[src/rtl/route_sel_pkg.sv]
package route_sel_pkg;
  typedef enum logic [1:0] {
    PK_UP    = 2'd0,
    PK_DOWN  = 2'd1,
    PK_SHORT = 2'd2,
    PK_OPEN  = 2'd3
  } port_kind_e;
endpackage

[src/rtl/route_hop_table.sv]
module route_hop_table #(
  parameter int NODES = 16,
  parameter int NPORT = 9,
  parameter int HOPW  = 4,
  localparam int IDW   = $clog2(NODES),
  localparam int PORTW = $clog2(NPORT)
) (
  input  logic                   clk,
  input  logic                   wr_en_i,
  input  logic [IDW-1:0]         wr_dest_i,
  input  logic [PORTW-1:0]       wr_port_i,
  input  logic [HOPW-1:0]        wr_hops_i,
  input  logic [IDW-1:0]         rd_dest_i,
  output logic [NPORT*HOPW-1:0]  row_o
);
  logic [HOPW-1:0] hop_q [NODES][NPORT];
  logic            wr_hit;

  always_comb begin
    wr_hit = wr_en_i && (wr_port_i != '0) && (32'(wr_port_i) < NPORT);
  end

  always_ff @(posedge clk) begin
    if (wr_hit) begin
      hop_q[wr_dest_i][wr_port_i] <= wr_hops_i;
    end
  end

  for (genvar p = 0; p < NPORT; p++) begin : g_row
    assign row_o[p*HOPW +: HOPW] = hop_q[rd_dest_i][p];
  end
endmodule

[src/rtl/route_pick.sv]
module route_pick
  import route_sel_pkg::*;
#(
  parameter int KMAX = 7,
  parameter int HOPW = 4,
  localparam int NPORT = KMAX + 2,
  localparam int PORTW = $clog2(NPORT),
  localparam int WL    = KMAX + 1
) (
  input  logic [NPORT*HOPW-1:0] row_i,
  input  logic [2*KMAX-1:0]     kinds_i,
  input  logic                  phase_i,
  input  logic                  token_i,
  output logic [PORTW-1:0]      port_o,
  output logic                  phase_o,
  output logic                  ok_o
);
  logic [HOPW-1:0]  best_hop;
  logic [PORTW-1:0] best_idx;
  logic             best_up;
  logic [HOPW-1:0]  wl_hop;
  logic             take_wl;
  port_kind_e       kind;
  logic [HOPW-1:0]  hop;
  logic             legal;

  always_comb begin
    best_hop = '1;
    best_idx = '0;
    best_up  = 1'b0;
    kind     = PK_OPEN;
    hop      = '1;
    legal    = 1'b0;
    for (int i = 1; i <= KMAX; i++) begin
      kind  = port_kind_e'(kinds_i[2*(i-1) +: 2]);
      hop   = row_i[i*HOPW +: HOPW];
      legal = (kind == PK_DOWN) || (kind == PK_SHORT) ||
              ((kind == PK_UP) && !phase_i);
      if (legal && (hop < best_hop)) begin
        best_hop = hop;
        best_idx = PORTW'(i);
        best_up  = (kind == PK_UP);
      end
    end
    wl_hop  = row_i[WL*HOPW +: HOPW];
    take_wl = token_i && (wl_hop < best_hop);
    if (take_wl) begin
      port_o  = PORTW'(WL);
      phase_o = 1'b1;
      ok_o    = 1'b1;
    end else if (best_hop != '1) begin
      port_o  = best_idx;
      phase_o = best_up ? phase_i : 1'b1;
      ok_o    = 1'b1;
    end else begin
      port_o  = '0;
      phase_o = phase_i;
      ok_o    = 1'b0;
    end
  end
endmodule

[src/rtl/route_sel_updown.sv]
module route_sel_updown #(
  parameter int NODES = 16,
  parameter int KMAX  = 7,
  parameter int HOPW  = 4,
  localparam int IDW   = $clog2(NODES),
  localparam int NPORT = KMAX + 2,
  localparam int PORTW = $clog2(NPORT)
) (
  input  logic               clk,
  input  logic               rst_n,
  input  logic [IDW-1:0]     my_id_i,
  input  logic [2*KMAX-1:0]  port_kind_i,
  input  logic               flit_valid_i,
  input  logic               flit_head_i,
  input  logic [IDW-1:0]     flit_dest_i,
  input  logic               flit_phase_i,
  input  logic               wl_token_i,
  input  logic               tbl_wr_en_i,
  input  logic [IDW-1:0]     tbl_wr_dest_i,
  input  logic [PORTW-1:0]   tbl_wr_port_i,
  input  logic [HOPW-1:0]    tbl_wr_hops_i,
  output logic               rt_valid_o,
  output logic               rt_head_o,
  output logic [PORTW-1:0]   rt_port_o,
  output logic               rt_phase_o,
  output logic               rt_ok_o
);
  logic                  rst_meta_q, rst_q_n;
  logic [NPORT*HOPW-1:0] row;
  logic [PORTW-1:0]      pick_port;
  logic                  pick_phase, pick_ok;

  logic                  valid_d, valid_q, head_d, head_q;
  logic [PORTW-1:0]      port_d, port_q, lock_port_d, lock_port_q;
  logic                  phase_d, phase_q, lock_phase_d, lock_phase_q;
  logic                  ok_d, ok_q, lock_ok_d, lock_ok_q;
  logic                  head_en;

  always_ff @(posedge clk or negedge rst_n) begin
    if (!rst_n) begin
      rst_meta_q <= 1'b0;
      rst_q_n    <= 1'b0;
    end else begin
      rst_meta_q <= 1'b1;
      rst_q_n    <= rst_meta_q;
    end
  end

  route_hop_table #(.NODES(NODES), .NPORT(NPORT), .HOPW(HOPW)) u_table (
    .clk      (clk),
    .wr_en_i  (tbl_wr_en_i),
    .wr_dest_i(tbl_wr_dest_i),
    .wr_port_i(tbl_wr_port_i),
    .wr_hops_i(tbl_wr_hops_i),
    .rd_dest_i(flit_dest_i),
    .row_o    (row)
  );

  route_pick #(.KMAX(KMAX), .HOPW(HOPW)) u_pick (
    .row_i  (row),
    .kinds_i(port_kind_i),
    .phase_i(flit_phase_i),
    .token_i(wl_token_i),
    .port_o (pick_port),
    .phase_o(pick_phase),
    .ok_o   (pick_ok)
  );

  always_comb begin
    head_en      = flit_valid_i && flit_head_i;
    valid_d      = flit_valid_i;
    head_d       = flit_valid_i && flit_head_i;
    lock_port_d  = lock_port_q;
    lock_phase_d = lock_phase_q;
    lock_ok_d    = lock_ok_q;
    if (head_en) begin
      if (flit_dest_i == my_id_i) begin
        lock_port_d  = '0;
        lock_phase_d = flit_phase_i;
        lock_ok_d    = 1'b1;
      end else begin
        lock_port_d  = pick_port;
        lock_phase_d = pick_phase;
        lock_ok_d    = pick_ok;
      end
    end
    port_d  = port_q;
    phase_d = phase_q;
    ok_d    = 1'b0;
    if (flit_valid_i) begin
      port_d  = lock_port_d;
      phase_d = lock_phase_d;
      ok_d    = lock_ok_d;
    end
  end

  always_ff @(posedge clk or negedge rst_q_n) begin
    if (!rst_q_n) begin
      valid_q      <= 1'b0;
      head_q       <= 1'b0;
      port_q       <= '0;
      phase_q      <= 1'b0;
      ok_q         <= 1'b0;
      lock_port_q  <= '0;
      lock_phase_q <= 1'b0;
      lock_ok_q    <= 1'b0;
    end else begin
      valid_q <= valid_d;
      head_q  <= head_d;
      ok_q    <= ok_d;
      if (flit_valid_i) begin
        port_q  <= port_d;
        phase_q <= phase_d;
      end
      if (head_en) begin
        lock_port_q  <= lock_port_d;
        lock_phase_q <= lock_phase_d;
        lock_ok_q    <= lock_ok_d;
      end
    end
  end

  assign rt_valid_o = valid_q;
  assign rt_head_o  = head_q;
  assign rt_port_o  = port_q;
  assign rt_phase_o = phase_q;
  assign rt_ok_o    = ok_q;
endmodule

[config.mk]
export PLATFORM = sky130hd
export DESIGN_NAME = route_sel_updown
export DESIGN_NICKNAME = d
export VERILOG_FILES = /design/src/rtl/route_sel_pkg.sv /design/src/rtl/route_hop_table.sv /design/src/rtl/route_pick.sv /design/src/rtl/route_sel_updown.sv
export SDC_FILE = /design/constraint.sdc
export NUM_CORES = 1
export LEC_CHECK = 0
export ABC_AREA = 1
export ABC_CLOCK_PERIOD_IN_PS = 800
export CAP_MARGIN = 20
export CORE_MARGIN = 4
export CORE_UTILIZATION = 30
export DETAILED_ROUTE_END_ITERATION = 7
export HOLD_SLACK_MARGIN = 0.06
export PLACE_DENSITY = 0.58
export RECOVER_POWER = 50
export SLEW_MARGIN = 40
export SYNTH_ARGS = -nofsm -noshare
export SYNTH_HDL_FRONTEND = slang
export SYNTH_SLANG_ARGS = --single-unit
export TNS_END_PERCENT = 50
[constraint.sdc]
create_clock -name clk -period 0.8 [get_ports clk]
set_input_delay 0.24 -clock clk [delete_from_list [all_inputs] [get_ports clk]]
set_output_delay 0.24 -clock clk [all_outputs]
set_load 0.02 [all_outputs]
==> impl.org, run 1 <==
** CTS
- The longest clock path from root to sink contains 3 buffers.
- TritonCTS sink count :: between 500 and 600
- Root buffer selected by CTS :: clkbuf_16
- Buffers inserted during clock tree synthesis total between 50 and 60.
- Clock edge transition at the registers on the reported setup and hold paths :: ~60 ps
- TritonCTS built the clock tree.
- H-tree depth reported by CTS :: 2
- Clock latency reported for the late side of the worst-skew pair :: 590 ps

** Floorplanning
- The die is 283 um tall.
- Core Rows :: 100
- I/O Pins :: 49
- Placeable Area :: 74700 sq um
- Horizontal extent of the die :: 283 um
- For this configuration, the core starts out at a cell density of ~30%.
- The die covers about 80000 sq um.

** Worst hold path
- The min-delay analysis places its worst path in the category reg2async.

** Critical path
- On the worst path, the slowest cell contributes a delay of 360 ps.
- Reg-to-Reg End :: lock_port_q[2]$_DFFE_PN0P_
- Reg-to-Reg Start :: u_table.hop_q[10][31]$_DFFE_PP_
- The most critical setup path has its endpoint at lock_port_q[2]$_DFFE_PN0P_.
- For the worst setup path, the data required time is 1280 ps.
- Worst setup path start :: u_table.hop_q[10][31]$_DFFE_PP_
- Measured in cells, the most critical reg-to-reg path has a length of 56.
- By startpoint and endpoint, the worst setup path is classified as reg2reg.
- At the worst endpoint, the arrival time is 7090 ps.
- Cell with the most instances on the worst path :: nand2_4
- Setup crit end kind :: flop
- Startpoint kind of the worst setup timing path :: flop
- Largest fanout on the critical path :: 5
- Cell with the biggest individual delay on the critical path :: edfxtp_1
- The worst register-to-register path has a setup slack of -5800 ps.

** Layout
- In the final layout, flip-flops and latches occupy 15800 sq um.
- The repair_antennas step left the layout with diodes totalling 0.
- Count of nets after finishing :: approximately 2300
- Cells with a size suffix above 1 make up 28.6% of the layout.
- The multi-input combinational cells in the finished layout cover a total of 7430 sq um.
- The filler cells instantiated in the layout total a little under 7000.
- For this run, the share of the core covered by cells in the final layout is 40.4%.
- Synthesis-to-layout area growth :: 33.1%
- The count of cells in the finished layout, fillers not included, comes to 3277.

** Placement
- Once detailed placement completed, the half-perimeter wirelength came to 42.9 mm.
- After detailed placement, the design holds a cell count of 3161.
- The congestion estimate from routability-driven global placement came to about 0.85.
- Port-buffer cells :: 48
- Worst slack, placed :: -6390 ps

** Run
- Max-cap violations in this run came to 0.

** Synthesis
- Syn_area_per_cell :: between 10 and 15 sq um
- Cells taking the most area after synthesis :: edfxtp_1 68%, nor2_1 5.9%, nand2_1 5.0%
- Post-Syn Nets :: 2030
- Fraction of synthesized cell area taken by the top area cell type :: 67.8%
- Post-synthesis cell type with the largest combined area :: edfxtp_1
- Among all flip-flop cells after synthesis, the most frequent one is edfxtp_1.
- Number of storage elements in the synthesis netlist :: 528
- The cell area that synthesis handed to floorplanning was 22700 sq um.
- Of all flip-flops after synthesis, the portion carrying an async set or reset was under 10%.
- During synthesis, Yosys emitted a total of 0 warnings.
- EDFF count, synth :: 512
- Sequential cell area fraction in the yosys report :: a little over two thirds
- Cells after synthesis :: 1971
- Library cell with the highest instance count after synthesis :: edfxtp_1
- After synthesis, the most frequently instantiated cells are 512 x edfxtp_1, 354 x nor2_1, 299 x nand2_1.
- In this run, distinct cell masters in the synthesized netlist total 42.

** Route
- For this run, the detailed router's first-pass iteration total came to 5.
- Vias :: 16400
- Vias per inst :: 5.00
- After detailed routing, the average wire length per cell comes to 19.9 um.
- For this block, the initial DRC count from the detailed router was 1343.
- Once detail routing completed, the nets flagged for antenna violations numbered 0.
- In the routed design, unresolved DRC markers number 0.
- Post-detailed-routing wire length :: 65.3 mm

** STA
- Count of final hold-check violations :: 0
- Worst-Margin Slew :: 935 ps
- RSZ-0062 raised after global routing :: true
- Final worst path period share :: 826%
- Top achievable clock speed :: 0.151 GHz
- Final critical delay including setup and external delays :: ~6600 ps
- The number of pins with negative max-slew slack in the final report is 0.
- Setup violations remaining at the end of the flow were counted as 583.
- Worst-case headroom to the max-slew limit :: 37.1%
- Maximum clock skew at final layout :: 14.7 ps
- Post-route worst setup slack :: -5800 ps

** Global route
- Entering global routing, the biggest net connects 102 pins.
- First-pass GRT wire length :: 99.2 mm
- The number of antenna violations at the first check in global routing was 1.
- Overall global routing resource usage :: 16.1%
- Number of global-route vias before repair :: 16600
- Total overflow reported by the global router :: 0

** Pwr
- VDD sags by at most 1.75 mV.
- Leakage component of the power :: between 0.01 and 0.015 uW
- Power comes to 67100 uW.
- Power Dens Cells :: 2220 nW/um^2

** Outcome
- Failing checks :: setup timing
- Run status :: complete, but fails checks
[placed cells by master (no fill, tap or decap), types with 15 or more instances in the layout]
cell | synthesis | final
a21oi_1 | 32 | 32
buf_12 | 0 | 40
buf_4 | 4 | 193
buf_6 | 10 | 73
clkbuf_1 | 81 | 17
clkbuf_16 | 0 | 53
clkdlybuf4s50_1 | 0 | 23
clkinv_1 | 0 | 15
dfrtp_1 | 16 | 16
edfxtp_1 | 512 | 512
inv_1 | 99 | 88
nand2_1 | 299 | 252
nand2_2 | 10 | 31
nand2_4 | 2 | 27
nand3_1 | 124 | 110
nor2_1 | 354 | 219
nor2_2 | 9 | 18
nor2_4 | 1 | 127
o211ai_1 | 31 | 31
o21ai_0 | 201 | 193
o221ai_1 | 64 | 64
o22ai_1 | 24 | 24
[kinds of logic after synthesis]
family	after synthesis	synth area share (%)
xor gates and xnor gates	4	0.155
AOI/OAI and AO/OA	384	10.4
and+or+nand+nor	809	14.6
buffers and inverters	227	4.29
DFF	528	69.6
adders and majority gates	18	0.994
other	1	0.0165
[layer usage]
layer	global-route usage, %	wire length [um]	share of wire, %
met5	0	0	0
met4	4.72	1610	2.5
met3	1.79	3360	5.1
met2	27.6	32300	49
met1	21.8	28000	43
[worst min path at each step]
stage | cells past startpoint | to | slack (ps) | start
3_5_place_dp | 1 | rt_valid_o$_DFF_PN0_ | 170 | rst_q_n$_DFF_PN0_
6_report | 1 | rt_head_o$_DFF_PN0_ | 160 | rst_q_n$_DFF_PN0_
2_1_floorplan | 0 | rst_meta_q$_DFF_PN0_ | -60 | rst_n
3_3_place_gp | 1 | rt_valid_o$_DFF_PN0_ | 170 | rst_q_n$_DFF_PN0_
4_1_cts | 2 | u_table.hop_q[3][14]$_DFFE_PP_ | 80 | tbl_wr_hops_i[2]
5_1_grt | 1 | rt_phase_o$_DFFE_PN0P_ | 200 | rst_q_n$_DFF_PN0_
[worst max-delay path, delay by kind of cell (launching register included)]
kind	cells	cell delay, ps
AND/OR/NAND/NOR	33	2850
adder cells (fa/ha/maj)	7	1710
AO/OA/AOI/OAI	8	960
buffers and inverters	8	610
flip-flops	1	360
[sequential cells by signal, indices dropped and copies added, names as in the netlist]
signal and cells:
lock_phase_q 1, rt_phase_o 1, rst_q_n 1, rt_head_o 1
lock_ok_q 1, rt_valid_o 1, lock_port_q 4, rst_meta_q 1
rt_ok_o 1, u_table.hop_q 512, rt_port_o 4
[power by group]
part	internal (uW)	total, uW	switching, uW
logic	5570	12700	7140
registers	30600	30800	143
clock network	13400	23600	10200
total	49600	67100	17500
[metrics by stage]
| step | cell area (sq um) | setup TNS, ps | hold WS [ps] |
|---|---|---|---|
| after detailed placement | 27200 | -764430 | 172 |
| final | 30200 | -127420 | 162 |
| after CTS | 30000 | -110740 | 83.0 |
| after floorplan | 23500 | -393290 | -55.6 |
| after global placement | 27200 | -746560 | 169 |
| after global routing | 30200 | -140730 | 199 |
[layout make-up]
cell class                      count  share of cell area, %
Clock buffer                       62                   4.51
Inverter                          107                   1.43
Multi-Input combinational cell   1217                   24.6
Tap cell                          969                   4.02
Timing Repair Buffer              362                   12.2
Clock inverter                     32                  0.875
Sequential cell                   528                   52.3
[repair_timing]
action	in CTS	in global routing
resized for setup	316	111
setup buffers	25	10
hold buffers	3	0
endpoints found under the hold margin	5	0
pin swaps	56	68
cloned	8	0
endpoints found under the setup margin	532	532
(Power assumes the default switching activity.)
==> run 2: changes to the inputs <==
--- a/config.mk
+++ b/config.mk
@@ -12,7 +12,7 @@
 export CORE_UTILIZATION = 30
 export DETAILED_ROUTE_END_ITERATION = 7
 export HOLD_SLACK_MARGIN = 0.06
-export PLACE_DENSITY = 0.58
+export PLACE_DENSITY = 0.47
 export RECOVER_POWER = 50
 export SLEW_MARGIN = 40
 export SYNTH_ARGS = -nofsm -noshare
==> constraint.sdc (replaced) <==
create_clock -name clk -period 0.8 [get_ports clk]
set_input_delay 0.08 -clock clk [delete_from_list [all_inputs] [get_ports clk]]
set_output_delay 0.08 -clock clk [all_outputs]
set_load 0.02 [all_outputs]
==> run 2 against run 1 <==
Against the previous run:
- the flow still finishes with violations (setup timing)
- utilization decreased by 0.32 points
- global-route usage increased by 0.79 points
- critical path depth decreased by 2
- first-iteration DRC count decreased by 8.6%
- clock skew increased by 16 ps
- clock-buffer cell count increased by 7
- sequential cell count unchanged
- non-clock buffer count increased by 27
- via count increased by 0.30%
- combinational power about the same
- clock power increased by 12%
- wire length increased by 4.7%
- critical path type unchanged
- largest power group unchanged
- highest routed layer unchanged
==> impl.org, run 2 (synthesis gave the netlist of run 1 again) <==
** STA
- In this run the tightest slew margin relative to its limit is 47.3%.
- Setup repair after global routing could not meet its margin everywhere.
- Final Max Tran Viols :: 0
- In the finished design, the share of the clock period the worst path needs comes to 831%.
- Final critical delay including setup and external delays :: ~6600 ps
- Top achievable clock speed :: between 0.15 and 0.2 GHz
- Post-route worst setup slack :: -5850 ps
- Between clock sinks in the finished design, the worst skew comes to 31.1 ps.
- Count of final hold-check violations :: 0
- Worst-Margin Slew :: just under 800 ps
- Setup violations remaining at the end of the flow were counted as 500.

** Route
- Average wire per cell in the routed design :: 20.6 um
- Post-detailed-routing wire length :: 68.4 mm
- The count of nets left with antenna violations once routing finished came out at 0.
- Initial DRT Pass Iterations :: 5
- Detailed router's first-iteration violation count :: 1228
- Number of remaining DRC errors :: 0
- The final route contains approximately 16000 vias.
- Vias per inst :: 4.96

** Layout
- Of the cells placed in the final design, the portion with a size suffix greater than 1 is roughly 28%.
- The number of antenna diodes in the final layout is 0.
- Commonest cells after routing, fill and taps aside :: 512 x edfxtp_1, 265 x buf_4, 257 x nand2_1
- More flip-flops sit in one register than any other, and that register is u_table.hop_q.
- The finished layout holds 3316 standard cells, fillers aside.
- Count of nets after finishing :: 2359
- For this run, the share of the core covered by cells in the final layout is 40.1%.
- Synthesis-to-layout area growth :: 32.0%
- Leaving out fill and tap cells, the most frequent cell in the layout is edfxtp_1.
- The register with the most flip-flops in the layout has ~500 of them.
- Count of fill cells added during filler insertion :: 7006

** Critical path
- Startpoint kind of the worst setup timing path :: flop
- For the worst setup path, the data required time is about 1300 ps.
- The worst register-to-register path begins at u_table.hop_q[2][27]$_DFFE_PP_.
- The most numerous cell type found on the critical path is nand2_2.
- Largest fanout on the critical path :: 7
- Capture point of the critical path :: rt_port_o[2]$_DFFE_PN0P_
- Instance count on the critical path :: 54
- STA classifies the critical path endpoint as a flop.
- Data arrival time at the worst-slack endpoint :: 7160 ps
- The endpoint identified for the worst register-to-register timing path is rt_port_o[2]$_DFFE_PN0P_.
- Largest stage delay, worst path :: 370 ps
- Worst setup path start :: u_table.hop_q[2][27]$_DFFE_PP_
- Critical path's top delay family :: simple AND/OR/NAND/NOR gates
- Reg2reg path depth :: 54
- Worst reg2reg setup slack :: -5850 ps
- Category of the most critical setup path :: reg2reg
- Cell with the biggest individual delay on the critical path :: edfxtp_1
- The number of buffers and inverters on the critical path is 6.

** CTS
- TritonCTS created 58 clock buffers.
- H-tree depth reported by CTS :: 2
- The clock passes through at most 3 buffers.
- Root buffer selected by CTS :: clkbuf_16
- Clock latency reported for the late side of the worst-skew pair :: 640 ps
- TritonCTS sink count :: 528
- TritonCTS built the clock tree.
- After clock tree synthesis, the clock-pin slew on the worst setup and hold paths is 60 ps.

** Floorplanning
- Die ar. :: 80000 sq um
- Placeable Area :: between 70000 and 80000 sq um
- Horizontal extent of the die :: 283 um
- Core Rows :: 100
- Initial core utilization :: between 30% and 40%
- Measured along the y axis, the die boundary spans 283 um.
- I/O Pins :: 49

** Global route
- For this run, the total global-route usage over all layers was measured as 16.9%.
- Entering global routing, the biggest net connects 78 pins.
- First-pass GRT wire length :: 103 mm
- Antenna violations before repair :: 0
- The via count of the first global-routing pass came to between 15000 and 20000.
- Total overflow reported by the global router :: 0

** Placement
- After detailed placement, the design holds a cell count of approximately 3200.
- Dpl hpwl :: 44.7 mm
- Input and output buffers added on the ports amount to 48.
- Worst slack, placed :: -6400 ps
- Routability-driven placement finished with a final weighted congestion of 0.871.

** Worst hold path
- Worst Hold Class :: in2reg

** Outcome
- The run finished, with violations left.
- The final reports fail on setup timing.

** Pwr
- Power spread over the standard cell area amounts to between 2000 and 2500 nW/um^2.
- Leakage component of the power :: roughly 0.011 uW
- Across the VDD grid, the largest voltage drop is 1.64 mV.
- Overall power of the completed layout :: 69600 uW

** Run
- The tool flagged a number of max-cap violations equal to 0.
## run 2: changes by cell type in the layout (fill, tap and decap cells not counted), moves of 9 or more
cell,previous run,this run
buf_4,193,265
nand2_4,27,12
nor2_2,18,32
nor2_1,219,250
nor2_4,127,82
nand2_2,31,40
buf_6,73,33
## run 2: how the worst min path moves through the flow
stage,startpoint,to,slack (ps),cells after the start
4_1_cts,flit_valid_i,rt_valid_o$_DFF_PN0_,60,2
3_5_place_dp,rst_q_n$_DFF_PN0_,rt_port_o[3]$_DFFE_PN0P_,180,1
6_report,tbl_wr_dest_i[1],u_table.hop_q[0][27]$_DFFE_PP_,100,4
2_1_floorplan,rst_n,rst_meta_q$_DFF_PN0_,-220,0
5_1_grt,tbl_wr_dest_i[1],u_table.hop_q[0][24]$_DFFE_PP_,70,4
3_3_place_gp,rst_q_n$_DFF_PN0_,rt_phase_o$_DFFE_PN0P_,170,1
## run 2: power by group
part,internal [uW],total (uW),switching [uW]
logic,5390,12400,6960
clock network,15300,26500,11200
registers,30600,30800,153
## run 2: worst reg2reg max path: cells and delay by family (launching register included)
kind	cells	cell delay, ps
DFF	1	370
adders and majority gates	7	1690
and+or+nand+nor	32	2760
AOI/OAI and AO/OA	9	1300
buffers and inverters	6	390
## run 2: final cells by class
cell class                      instances  area [sq um]  share of cell area [%]
Timing Repair Buffer                  389          3630                    12.1
Sequential cell                       528         15800                    52.7
Clock inverter                         38           389                    1.30
Tap cell                              969          1210                    4.05
Multi-Input combinational cell       1216          6990                    23.4
Clock buffer                           69          1490                    4.99
Inverter                              107           427                    1.43
## run 2: metrics by stage
stage                     hold WS (ps)  instance area (sq um)  setup TNS, ps
final                             98.7                  29900        -109220
after global placement             170                  27100        -614220
after floorplan                   -216                  23500        -309450
after CTS                         64.9                  29600         -73780
after detailed placement           182                  27100        -619940
after global routing              72.0                  29900        -123890
## run 2: timing repair
action / in CTS / in global routing
hold buffers: 5 / 0
setup endpoints to repair: 532 / 340
pin swaps: 58 / 57
buffers inserted: 26 / 9
gates cloned: 3 / 1
resized for setup: 141 / 108
hold endpoints to repair: 514 / 0
## run 2: metal layers
layer  vias to the layer above  part of all wire [%]  wire, um  global-route usage [%]
li1                       7718                     -         -                       -
met1                      8224                    45     31000                    23.2
met2                       403                    48     32800                    28.5
met3                        94                   4.3      2910                    2.24
met4                         0                   2.6      1750                    4.31
met5                         -                     0         0                       0
==> run 3: changes to the inputs <==
--- a/config.mk
+++ b/config.mk
@@ -10,6 +10,7 @@
 export CAP_MARGIN = 20
 export CORE_MARGIN = 4
 export CORE_UTILIZATION = 30
+export CTS_BUF_LIST = sky130_fd_sc_hd__clkbuf_4 sky130_fd_sc_hd__clkbuf_8
 export DETAILED_ROUTE_END_ITERATION = 7
 export HOLD_SLACK_MARGIN = 0.06
 export PLACE_DENSITY = 0.47
==> run 3 against run 2 <==
Against the previous run:
- the flow still finishes with violations (setup timing)
- setup slack improved by 29 ps
- wire length rose by 0.61%
- global-route usage rose by 0.19 points
- cell area fell by 0.74%
- first-iteration DRC count fell by 11%
- largest power group unchanged
==> impl.org, run 3 (synthesis gave the netlist of run 1 again) <==
** Placement
- Routability-driven placement finished with a final weighted congestion of 0.871.
- In this run, placement finished with an instance count of 3170.
- OpenSTA, run right after detailed placement, puts the worst setup slack at -6400 ps.
- Port-buffer cells :: 48
- After legalization and detailed placement, the total HPWL measured 44.7 mm.

** STA
- The final hold violation count came to 0.
- Maximum clock skew at final layout :: approximately 28 ps
- The number of pins with negative max-slew slack in the final report is 0.
- Across all setup checks in the final design, the least slack found is -5820 ps.
- # setup viols final :: around 220
- Based on the critical path, the design can be clocked at up to 0.151 GHz.
- Setup repair after global routing could not meet its margin everywhere.
- For the final routed database, the setup TNS stands at -77740 ps.
- Worst-case headroom to the max-slew limit :: a little under half
- Final critical delay including setup and external delays :: 6620 ps
- Final worst path period share :: 827%
- Worst-Margin Slew :: 805 ps

** Critical path
- Setup crit end kind :: flop
- For the worst setup path, the data arrival time is 7230 ps.
- The setup path with the least slack is of type reg2reg.
- The critical path starts at u_table.hop_q[2][27]$_DFFE_PP_.
- Cell with the most instances on the worst path :: nand2_1
- Startpoint kind of the worst setup timing path :: flop
- The startpoint identified for the worst register-to-register timing path is u_table.hop_q[2][27]$_DFFE_PP_.
- Cell with the biggest individual delay on the critical path :: edfxtp_1
- Largest stage delay, worst path :: 390 ps
- Of all nets on the critical path, the largest fanout is 7.
- Data required time of the critical path :: 1420 ps

** Layout
- Share of cells above drive strength 1 :: 28.9%
- For this run, the number of standard cells in the final layout without fillers is 3379.
- Most flop-heavy register :: u_table.hop_q
- Commonest non-fill, non-tap cell in the layout :: edfxtp_1
- Commonest cells after routing, fill and taps aside :: 512 x edfxtp_1, 275 x buf_4, 274 x nor2_1
- Compared with the post-synthesis result, the final layout area differs by 31.0%.
- Flip-flop count of the largest register, all copies and words added :: about 500
- Post-route core utilization :: between 30% and 40%
- Count of nets after finishing :: 2394
- Count of fill cells added during filler insertion :: approximately 7000

** Worst hold path
- The min-delay analysis places its worst path in the category in2reg.
- Source of the worst hold timing path :: tbl_wr_port_i[1]

** Outcome
- The final reports fail on setup timing.
- The flow ran to the end, but the final reports show violations.

** Floorplanning
- The die is 283 um wide.
- Initial core utilization :: 30.3%
- Die H :: 283 um
- Die ar. :: 80000 sq um
- The floorplan has 100 rows.
- I/O Pins :: approximately 50
- In this run the standard cell core region covers ~75000 sq um.

** CTS
- Inserted Clock Buffers :: just over 90
- CTS placed an instance of clkbuf_8 at the clock tree root.
- After clock tree synthesis, the clock-pin slew on the worst setup and hold paths is 60 ps.
- CTS tree :: yes
- Number of buffers between clock root and the deepest sink :: 3
- CTS built an H-tree with a depth of 3.
- TritonCTS sink count :: 528
- Clock latency on the worst-skew pair, taken at its later pin, is 700 ps.

** Pwr
- Switching power :: roughly 19000 uW
- Switching share of power :: 27.1%
- Power Dens Cells :: 2310 nW/um^2
- Registers are responsible for 44.8% of the overall power.
- The internal portion of the total power is 50100 uW.
- Of the total power, the clock network draws 36.8%.
- IR analysis of the VDD net gives a maximum drop of approximately 1.0 mV.
- For this design the static power due to leakage is about 0.011 uW.
- Share of power burned in combinational logic :: 18.4%

** Run
- The tool flagged a number of max-cap violations equal to 0.

** Global route
- First-pass GRT wire length :: 104 mm
- Entering global routing, the biggest net connects 78 pins.
- Overall global routing resource usage :: around 17%
- Number of global-route vias before repair :: between 15000 and 20000
- The number of antenna violations at the first check in global routing was 1.
- Global routing finished with a remaining overflow of 0.

** Route
- After detailed routing, the average wire length per cell comes to ~20 um.
- Initial DRT Pass Iterations :: 5
- Detailed router's first-iteration violation count :: 1091
- Once detail routing completed, the nets flagged for antenna violations numbered 0.
- Dividing the detail-routed via count by the number of cells gives 4.89.
- Vias :: roughly 17000
- Number of remaining DRC errors :: 0
- The routed design has 68.8 mm of wire.
==> run 3: changes by cell type in the layout (fill, tap and decap cells not counted), sizes merged, moves of 2 or more <==
cell | previous run | this run
buf | 349 | 339
clkinv | 32 | 47
inv | 106 | 108
clkbuf | 80 | 131
==> run 3: worst paths after layout <==
kind / endpoint / slack, ps / cells after the start
setup reg to reg: rt_phase_o$_DFFE_PN0P_ / -5820 / 55
hold reg to reg: lock_port_q[3]$_DFFE_PN0P_ / 230 / 1
max in group asynchronous: rst_q_n$_DFF_PN0_ / 40 / 3
min in group asynchronous: lock_port_q[3]$_DFFE_PN0P_ / 230 / 1
hold / removal: u_table.hop_q[6][11]$_DFFE_PP_ / 130 / 5
setup / recovery: rt_phase_o$_DFFE_PN0P_ / -5820 / 55
==> run 3: layout make-up <==
type	count	area [sq um]	area share (%)
inverter	107	427	1.44
multi-input combinational	1216	6910	23.3
antenna	1	2.50	0.00843
tap	969	1210	4.08
clock buffer	113	1430	4.82
timing repair buffer	390	3500	11.8
sequential	528	15800	53.1
clock inverter	55	444	1.50
==> run 3: critical path, delay by kind of cell, from the launching register on <==
family / cells / cell delay [ps]
buffers and inverters: 7 / 730
AOI/OAI and AO/OA: 8 / 1130
adders and majority gates: 5 / 1270
DFF: 1 / 390
and+or+nand+nor: 35 / 3020
==> run 3: metrics by stage <==
stage	power (uW)	cell area [sq um]	hold slack, ps
3_3_place_gp	41700	27100	170
2_1_floorplan	37100	23500	-216
4_1_cts	68300	29400	75.2
3_5_place_dp	41800	27100	182
6_report	68700	29700	126
5_1_grt	72000	29700	84.4
==> run 3: repair_timing <==
| item | 4_1_cts | 5_1_grt |
|---|---|---|
| setup endpoints to repair | 532 | 228 |
| buffers inserted | 21 | 15 |
| resized for setup | 115 | 83 |
| endpoints found under the hold margin | 515 | 0 |
| cloned | 2 | 0 |
| pin swaps | 51 | 65 |
| hold buffers | 7 | 0 |
==> run 3: per-layer routing <==
metal | up-vias | track usage, % | part of all wire, %
met3 | 102 | 2.59 | 4.9
met2 | 430 | 28.6 | 48
li1 | 7800 | - | -
met1 | 8177 | 22.9 | 45
met4 | 0 | 5.79 | 2.6
met5 | - | 0 | 0
==> run 3: power groups by stage <==
stage,registers (uW),clock network (uW),logic [uW]
final,30800,25300,12700
after global routing,30800,27400,13900
after global placement,31300,0,10400
after detailed placement,31300,0,10500
after floorplan,31500,0,5660
after CTS,30800,26100,11400
